`src/rtl/shift_add_pkg.sv`:
```
package shift_add_pkg;

  typedef enum logic {
    CTRL_IDLE = 1'b0,
    CTRL_RUN  = 1'b1
  } ctrlState_t;

  // strobes from the control to the datapath
  typedef struct packed {
    logic load;  // capture operands, clear upper half
    logic step;  // retire one multiplier bit
  } samStrobes_t;

endpackage

```
`src/rtl/sam_control.sv`:
```
module sam_control
  import shift_add_pkg::*;
#(
  parameter int WIDTH = 8
) (
  input  logic        clk,
  input  logic        rst_n,
  input  logic        start,
  output samStrobes_t strobes,
  output logic        busy,
  output logic        done
);

  localparam int CNT_W = (WIDTH > 1) ? $clog2(WIDTH) : 1;
  localparam logic [CNT_W-1:0] LAST_IDX = CNT_W'(WIDTH - 1);

  ctrlState_t       stateQ;
  logic [CNT_W-1:0] bitCnt;
  logic             lastStep;
  logic             doneQ;

  assign busy     = (stateQ == CTRL_RUN);
  assign lastStep = busy && (bitCnt == LAST_IDX);

  always_comb begin
    strobes.load = start && !busy;
    strobes.step = busy;
  end

  always_ff @(posedge clk or negedge rst_n) begin
    if (!rst_n) begin
      stateQ <= CTRL_IDLE;
      bitCnt <= '0;
      doneQ  <= 1'b0;
    end else begin
      doneQ <= lastStep;
      unique case (stateQ)
        CTRL_IDLE: begin
          if (start) begin
            stateQ <= CTRL_RUN;
            bitCnt <= '0;
          end
        end
        CTRL_RUN: begin
          if (lastStep) begin
            stateQ <= CTRL_IDLE;
          end else begin
            bitCnt <= bitCnt + CNT_W'(1);
          end
        end
        default: stateQ <= CTRL_IDLE;
      endcase
    end
  end

  assign done = doneQ;


  start_accept_chk: assert property (@(posedge clk) disable iff (!rst_n)
    (start && !busy) |=> busy);


  run_continue_chk: assert property (@(posedge clk) disable iff (!rst_n)
    (busy && !lastStep) |=> (busy && !done));


  done_pulse_chk: assert property (@(posedge clk) disable iff (!rst_n)
    done |=> !done);


  done_idle_chk: assert property (@(posedge clk) disable iff (!rst_n)
    lastStep |=> (done && !busy));


  busy_start_ignored_chk: assert property (@(posedge clk) disable iff (!rst_n)
    (busy && start && !lastStep) |=> (bitCnt == $past(bitCnt) + CNT_W'(1)));

endmodule

```
`src/rtl/sam_datapath.sv`:
```
module sam_datapath
  import shift_add_pkg::*;
#(
  parameter int WIDTH = 8
) (
  input  logic                 clk,
  input  logic                 rst_n,
  input  samStrobes_t          strobes,
  input  logic [WIDTH-1:0]     multiplicand,
  input  logic [WIDTH-1:0]     multiplier,
  output logic [2*WIDTH-1:0]   product
);

  localparam int PW = 2 * WIDTH;

  logic [PW-1:0]    prodReg;
  logic [WIDTH-1:0] mcandReg;
  logic [WIDTH-1:0] addend;
  logic [WIDTH:0]   sumUpper;
  logic [PW-1:0]    nextProd;

  always_comb begin
    addend   = prodReg[0] ? mcandReg : '0;
    sumUpper = {1'b0, prodReg[PW-1:WIDTH]} + {1'b0, addend};
    nextProd = {sumUpper, prodReg[WIDTH-1:1]};
  end

  always_ff @(posedge clk or negedge rst_n) begin
    if (!rst_n) begin
      prodReg  <= '0;
      mcandReg <= '0;
    end else if (strobes.load) begin
      prodReg  <= {{WIDTH{1'b0}}, multiplier};
      mcandReg <= multiplicand;
    end else if (strobes.step) begin
      prodReg  <= nextProd;
    end
  end

  assign product = prodReg;


  load_upper_clear_chk: assert property (@(posedge clk) disable iff (!rst_n)
    strobes.load |=> (prodReg[PW-1:WIDTH] == '0));


  zero_bit_shift_chk: assert property (@(posedge clk) disable iff (!rst_n)
    (strobes.step && !prodReg[0]) |=> (prodReg == ($past(prodReg) >> 1)));


  idle_hold_chk: assert property (@(posedge clk) disable iff (!rst_n)
    (!strobes.load && !strobes.step) |=> $stable(prodReg));


  mcand_steady_chk: assert property (@(posedge clk) disable iff (!rst_n)
    strobes.step |=> $stable(mcandReg));

endmodule

```
`src/rtl/shift_add_mult.sv`:
```
module shift_add_mult
  import shift_add_pkg::*;
#(
  parameter int WIDTH = 8
) (
  input  logic               clk,
  input  logic               rst_n,
  input  logic               start,
  input  logic [WIDTH-1:0]   multiplicand,
  input  logic [WIDTH-1:0]   multiplier,
  output logic               busy,
  output logic               done,
  output logic [2*WIDTH-1:0] product
);

  samStrobes_t strobes;

  sam_control #(.WIDTH(WIDTH)) ctrl_i (
    .clk     (clk),
    .rst_n   (rst_n),
    .start   (start),
    .strobes (strobes),
    .busy    (busy),
    .done    (done)
  );

  sam_datapath #(.WIDTH(WIDTH)) dp_i (
    .clk          (clk),
    .rst_n        (rst_n),
    .strobes      (strobes),
    .multiplicand (multiplicand),
    .multiplier   (multiplier),
    .product      (product)
  );


  reset_quiet_chk: assert property (@(posedge clk)
    !rst_n |=> (!done && product == '0));

endmodule

```
`config.mk`:
```
export PLATFORM = sky130hd
export DESIGN_NAME = shift_add_mult
export DESIGN_NICKNAME = d
export VERILOG_FILES = /design/src/rtl/shift_add_pkg.sv /design/src/rtl/sam_control.sv /design/src/rtl/sam_datapath.sv /design/src/rtl/shift_add_mult.sv
export SDC_FILE = /design/constraint.sdc
export NUM_CORES = 1
export LEC_CHECK = 0
export BUFFER_PORTS_ARGS = -buffer_cell sky130_fd_sc_hd__buf_2
export CELL_PAD_IN_SITES_DETAIL_PLACEMENT = 0
export CELL_PAD_IN_SITES_GLOBAL_PLACEMENT = 1
export CORE_MARGIN = 2
export CORE_UTILIZATION = 40
export DETAILED_ROUTE_END_ITERATION = 8
export HOLD_SLACK_MARGIN = 0.02
export PLACE_DENSITY = 0.88
export SYNTH_ARGS = -nofsm -noshare
export SYNTH_HDL_FRONTEND = slang
export SYNTH_SLANG_ARGS = --single-unit
```
`constraint.sdc`:
```
create_clock -name clk -period 2.4 [get_ports clk]
set_clock_uncertainty 0.1 [all_clocks]
set_input_delay 0.24 -clock clk [delete_from_list [all_inputs] [get_ports clk]]
set_output_delay 0.24 -clock clk [all_outputs]
set_load 0.01 [all_outputs]
```
==> flow_metrics.tcl, run 1 <==
set metrics [dict create \
    grt_max_degree 30 \
    ys_ff_latch 29 \
    fin_area_mm2 0.00190 \
    hpwlAfterDp_um 2530 \
    relSlewSlack_pct 57.0 \
    drt_iter0_markers 55 \
    yosys.area.top_type "dfrtp_1" \
    placed_area_mm2 0.00180 \
    fin_ws_ns 0.157 \
    synthCells 142 \
    max_stage_delay_ns 0.44 \
    maxCapViolations 0 \
    num_rows 22 \
    reg2reg_depth 7 \
    critPathRequiredTime_ns 2.47 \
    n_antenna_cell 0 \
    multi_input_area_um2 807 \
    die_w_um 66.8 \
    clkSinkCount 29 \
    p_per_area_mw_per_mm2 1400 \
    start_util_pct 42.4 \
    cts_resized 0 \
    hp-start "multiplicand[2]" \
    postCtsHoldBufs 1 \
    syn2layout_area_growth_pct 20.2 \
    crit_fanout 10 \
    numCtsBuffers 5 \
    synth.most_common_cell "dfrtp_1" \
    ys_seq_area_share_pct 46.0 \
    antenna_found_initial 0 \
    fin_util_pct 51.0 \
    firstDrtPassIters 4 \
    synth_ff_type "dfrtp_1" \
    worstMarginPinSlew_ns 0.644 \
    cp-start-kind "flip-flop" \
    r2r_end "dp_i.product[15]" \
    port_buffers 36 \
    drc 0 \
    p_leak_nw 0.960 \
    vias 1219 \
    yosys.area.top_type_share_pct 46.0 \
    status "finished, final reports clean" \
    clk_latency_ns 0.28 \
    hold_depth 2 \
    ys_top_cells_by_area "dfrtp_1, ha_1, mux2_2" \
    finalMaxSlewViolations 0 \
    yosys_warnings 0 \
    synth.distinct_cells 34 \
    end_kind "flip-flop" \
    finalCritPeriodShare_pct 93.5 \
    grt_pass1_vias 1231 \
    holdPathEnd "dp_i.mcandReg[2]" \
    synth_area_mm2 0.00158 \
    fill_cells 333 \
    r2r_setup_slack_ns 0.16 \
    r2r-start "dp_i.product[0]" \
    synth_commonest_cells "dfrtp_1, nand2_1, o21ai_0, ha_1, mux2_2" \
    post_cts_buffers 0 \
    cts.reportedPaths.clkPinSlew_ns 0.06 \
    fin_nets 211 \
    gp_congestion 0.860 \
    finalWirelength_um 3300 \
    drive_gt1_share_pct 30.9 \
    crit_arrival_ns 2.31 \
    tns_ns 0 \
    async_flop_share_pct 100 \
    rsz0062_at_grt "false" \
    grt_pass1_wl_um 5660 \
    seqCellArea_um2 726 \
    hp-class "primary input to flip-flop" \
    min_period_ns 2.24 \
    pin_count 37 \
    routed_via_density 5.32 \
    hold_viol_final 0 \
    synth_edf_count 0 \
    grt_overflow_total 0 \
    ant_nets 0 \
    crit_chain "and2_1, ha_1, fa_1, a21o_1, a221oi_2, o21ai_0, a22o_1" \
    synth_fp_nets 172 \
    wl_per_cell_um 14.4 \
    syn_avg_cell_area_um2 11.1 \
    critPathSlowestCell "dfrtp_1" \
    cts_tree "done" \
    crit_type "flip-flop to flip-flop" \
    peakVddDrop_uv 517 \
    cts_buffer_depth 2 \
    cts_root_buf "clkbuf_8" \
    grtUsageTotal_pct 17.5 \
    cts.htree.levels 2 \
    pre_cts_ws_ns 0.176 \
    max_freq_mhz 446 \
    setup_violations 0 \
    p_total_mw 2.65 \
    core_area_mm2 0.00372 \
    dieArea_mm2 0.00446 \
    die_y_um 66.8 \
]
[per-layer routing]
layer | track usage (%) | wire (um) | vias to the layer above
li1 | - | - | 588
met1 | 21.0 | 1390 | 594
met2 | 29.4 | 1680 | 27
met3 | 3.04 | 135 | 10
met4 | 9.95 | 95 | 0
met5 | 0 | 0 | -
[cell families (layout without fill, tap and decap cells)]
| logic type | Yosys count | in the layout | share of synthesized area [%] |
|---|---|---|---|
| mux | 18 | 18 | 12.2 |
| compound gates | 36 | 36 | 16.0 |
| fa+ha+maj | 11 | 11 | 9.21 |
| flops | 29 | 29 | 46.0 |
| simple gates | 33 | 33 | 11.0 |
| buf+inv | 10 | 49 | 2.78 |
| xor+xnor | 5 | 5 | 2.78 |
[per-stage QoR]
stage / instances / hold slack (ns)
after CTS: 229 / 0.0878
after global routing: 229 / 0.0890
final: 229 / 0.0931
after detailed placement: 221 / 0.206
after floorplan: 142 / -0.156
after global placement: 221 / 0.196
[power by group]
group	leakage [nW]	switching [mW]	internal, mW
sequential	0.354	0.204	0.736
combinational	0.562	0.644	0.663
clock	0.0443	0.175	0.227
[worst max path at each step]
stage	startpoint	cells past startpoint	endpoint	slack (ns)
after floorplan	dp_i.product[0]	7	dp_i.product[15]	0.27
after global placement	dp_i.product[0]	7	dp_i.product[15]	0.23
final	dp_i.product[0]	7	dp_i.product[15]	0.16
after CTS	dp_i.product[0]	7	dp_i.product[15]	0.16
after detailed placement	dp_i.product[0]	7	dp_i.product[15]	0.18
after global routing	dp_i.product[0]	7	dp_i.product[15]	0.008
[state kept, by name, summed over array words and instances, names as in the netlist]
signal         cells
dp_i.mcandReg      8
dp_i.product      16
ctrl_i.bitCnt      3
ctrl_i.busy        1
ctrl_i.done        1
[critical path, delay by kind of cell, from the launching register on]
kind	cells	cell delay [ns]
compound gates	4	0.82
fa+ha+maj	2	0.62
flops	1	0.44
simple gates	1	0.16
[final cells by class]
cell class,instances,share of cell area [%]
clock buffer,7,4.55
multi-input combinational,103,42.6
tap,48,3.17
inverter,3,0.594
sequential,29,38.3
timing repair buffer,39,10.8
[cell usage in the layout (no fill, tap or decap)]
master	instances
dfrtp_1	29
ha_1	10
xnor2_1	4
and3_2	1
o21ai_0	12
o21a_1	1
inv_1	3
mux2i_1	8
o211ai_1	1
nand3b_1	1
and2b_1	1
nand2_1	12
mux2_2	10
a21boi_0	1
nor2b_1	1
and3_1	1
and2_1	9
xor2_1	1
nor2_1	4
a21o_1	3
nor3b_1	2
a221oi_2	1
clkbuf_1	1
a211oi_1	1
a31oi_1	2
a211o_1	1
dlygate4sd3_1	1
buf_2	36
fa_1	1
a32o_1	1
clkbuf_8	6
nand2b_1	1
o2bb2ai_1	1
a22o_1	8
buf_4	2
a21oi_1	3
(Power assumes the default switching activity.)
==> inputs of run 2 (changes only) <==
--- a/config.mk
+++ b/config.mk
@@ -9,10 +9,11 @@
 export CELL_PAD_IN_SITES_DETAIL_PLACEMENT = 0
 export CELL_PAD_IN_SITES_GLOBAL_PLACEMENT = 1
 export CORE_MARGIN = 2
-export CORE_UTILIZATION = 40
+export CORE_UTILIZATION = 41
+export CTS_BUF_LIST = sky130_fd_sc_hd__clkbuf_16
 export DETAILED_ROUTE_END_ITERATION = 8
 export HOLD_SLACK_MARGIN = 0.02
-export PLACE_DENSITY = 0.88
+export PLACE_DENSITY = 0.89
 export SYNTH_ARGS = -nofsm -noshare
 export SYNTH_HDL_FRONTEND = slang
 export SYNTH_SLANG_ARGS = --single-unit
==> flow_metrics.tcl, run 2 (same netlist as run 1, synthesis figures left out) <==
set metrics [dict create \
    p_leak_nw 0.979 \
    pre_cts_ws_ns 0.179 \
    port_buffers 36 \
    end_kind "flip-flop" \
    routed_via_density 5.26 \
    finalCritPeriodShare_pct 92.4 \
    syn2layout_area_growth_pct 22.7 \
    dieArea_mm2 0.00436 \
    holdPathEnd "dp_i.mcandReg[3]" \
    cts_tree "done" \
    grt_max_degree 30 \
    firstDrtPassIters 4 \
    vias 1200 \
    drive_gt1_share_pct 30.0 \
    num_rows 22 \
    r2r_setup_slack_ns 0.18 \
    p_per_area_mw_per_mm2 1430 \
    cts_buffer_depth 2 \
    setup_violations 0 \
    clk_latency_ns 0.28 \
    fin_area_mm2 0.00193 \
    hpwlAfterDp_um 2260 \
    p_total_mw 2.77 \
    ant_nets 0 \
    fin_ws_ns 0.183 \
    largest_reg_flops 16 \
    cts_resized 0 \
    drt_iter0_markers 34 \
    finalNonFillerCells 228 \
    crit_fanout 10 \
    pin_count 37 \
    placed_area_mm2 0.00179 \
    finalMaxSlewViolations 0 \
    max_freq_mhz 451 \
    hp-start "multiplicand[3]" \
    cts_root_buf "clkbuf_16" \
    relSlewSlack_pct 51.2 \
    fin_nets 210 \
    finalWirelength_um 3100 \
    final_common_cell "buf_2" \
    layout_common_cells "buf_2, dfrtp_1, o21ai_0, nand2_1" \
    grt_pass1_vias 1178 \
    drc 0 \
    grt_pass1_wl_um 5480 \
    reg2reg_depth 7 \
    rsz0062_at_grt "false" \
    r2r-start "dp_i.product[0]" \
    peakVddDrop_uv 779 \
    r2r_end "dp_i.product[15]" \
    worstMarginPinSlew_ns 0.729 \
    placed_cells 220 \
    hold_viol_final 0 \
    crit_arrival_ns 2.28 \
    min_period_ns 2.22 \
    grt_overflow_total 0 \
    fill_cells 351 \
    tns_ns 0 \
    maxCapViolations 0 \
    status "finished, final reports clean" \
    hold_depth 2 \
    antenna_found_initial 0 \
    n_antenna_cell 0 \
    hp-class "primary input to flip-flop" \
    cts.reportedPaths.clkPinSlew_ns 0.05 \
    finalHoldWorstSlack_ns 0.0959 \
    clkSinkCount 29 \
    die_y_um 66.0 \
    critPathRequiredTime_ns 2.47 \
    wl_per_cell_um 13.6 \
    core_area_mm2 0.00369 \
    numCtsBuffers 5 \
    cts.htree.levels 2 \
    die_w_um 66.0 \
    post_cts_buffers 0 \
    start_util_pct 42.7 \
    cp-start-kind "flip-flop" \
    grtUsageTotal_pct 17.3 \
    fin_util_pct 52.4 \
    postCtsHoldBufs 1 \
    gp_congestion 0.728 \
    crit_type "flip-flop to flip-flop" \
]
[run 2: cell count changes in the layout (fill, tap and decap cells not counted), sizes merged]
cell	change
buf	-1
clkbuf	-2
clkinv	+1
inv	+1
[run 2: worst max path at each step]
stage                          from                to  slack (ns)  cells past startpoint
floorplan           dp_i.product[0]  dp_i.product[15]        0.27                      7
global placement    dp_i.product[0]  dp_i.product[15]        0.23                      7
detailed placement  dp_i.product[0]  dp_i.product[15]        0.18                      7
CTS                 dp_i.product[0]  dp_i.product[15]        0.17                      7
global route        dp_i.product[0]  dp_i.product[15]        0.01                      7
finish              dp_i.product[0]  dp_i.product[15]        0.18                      7
[run 2: metal layers]
metal	track usage [%]	routed length, um
met2	26.1	1440
met5	0	0
met4	9.18	81
met3	5.79	177
met1	21.9	1400
[run 2: power by group]
part | leakage [nW] | internal [mW] | switching [mW]
registers | 0.354 | 0.737 | 0.198
logic | 0.556 | 0.653 | 0.611
clock network | 0.0685 | 0.368 | 0.201
total | 0.979 | 1.76 | 1.01
[run 2: cell type report]
class | count | area [um2] | area share [%]
multi-input cells | 103 | 807 | 41.7
inverters | 3 | 11.3 | 0.582
clock inverters | 2 | 7.51 | 0.388
flip-flops and latches | 29 | 726 | 37.5
repair buffers | 38 | 198 | 10.2
clock buffers | 5 | 125 | 6.47
well taps | 48 | 60.1 | 3.10
[run 2: critical path: stages (launching register included)]
cell and delay, ns:
dfrtp_1 0.44, and2_1 0.17, ha_1 0.19, fa_1 0.41, a21o_1 0.20, a221oi_2 0.27
o21ai_0 0.14, a22o_1 0.18
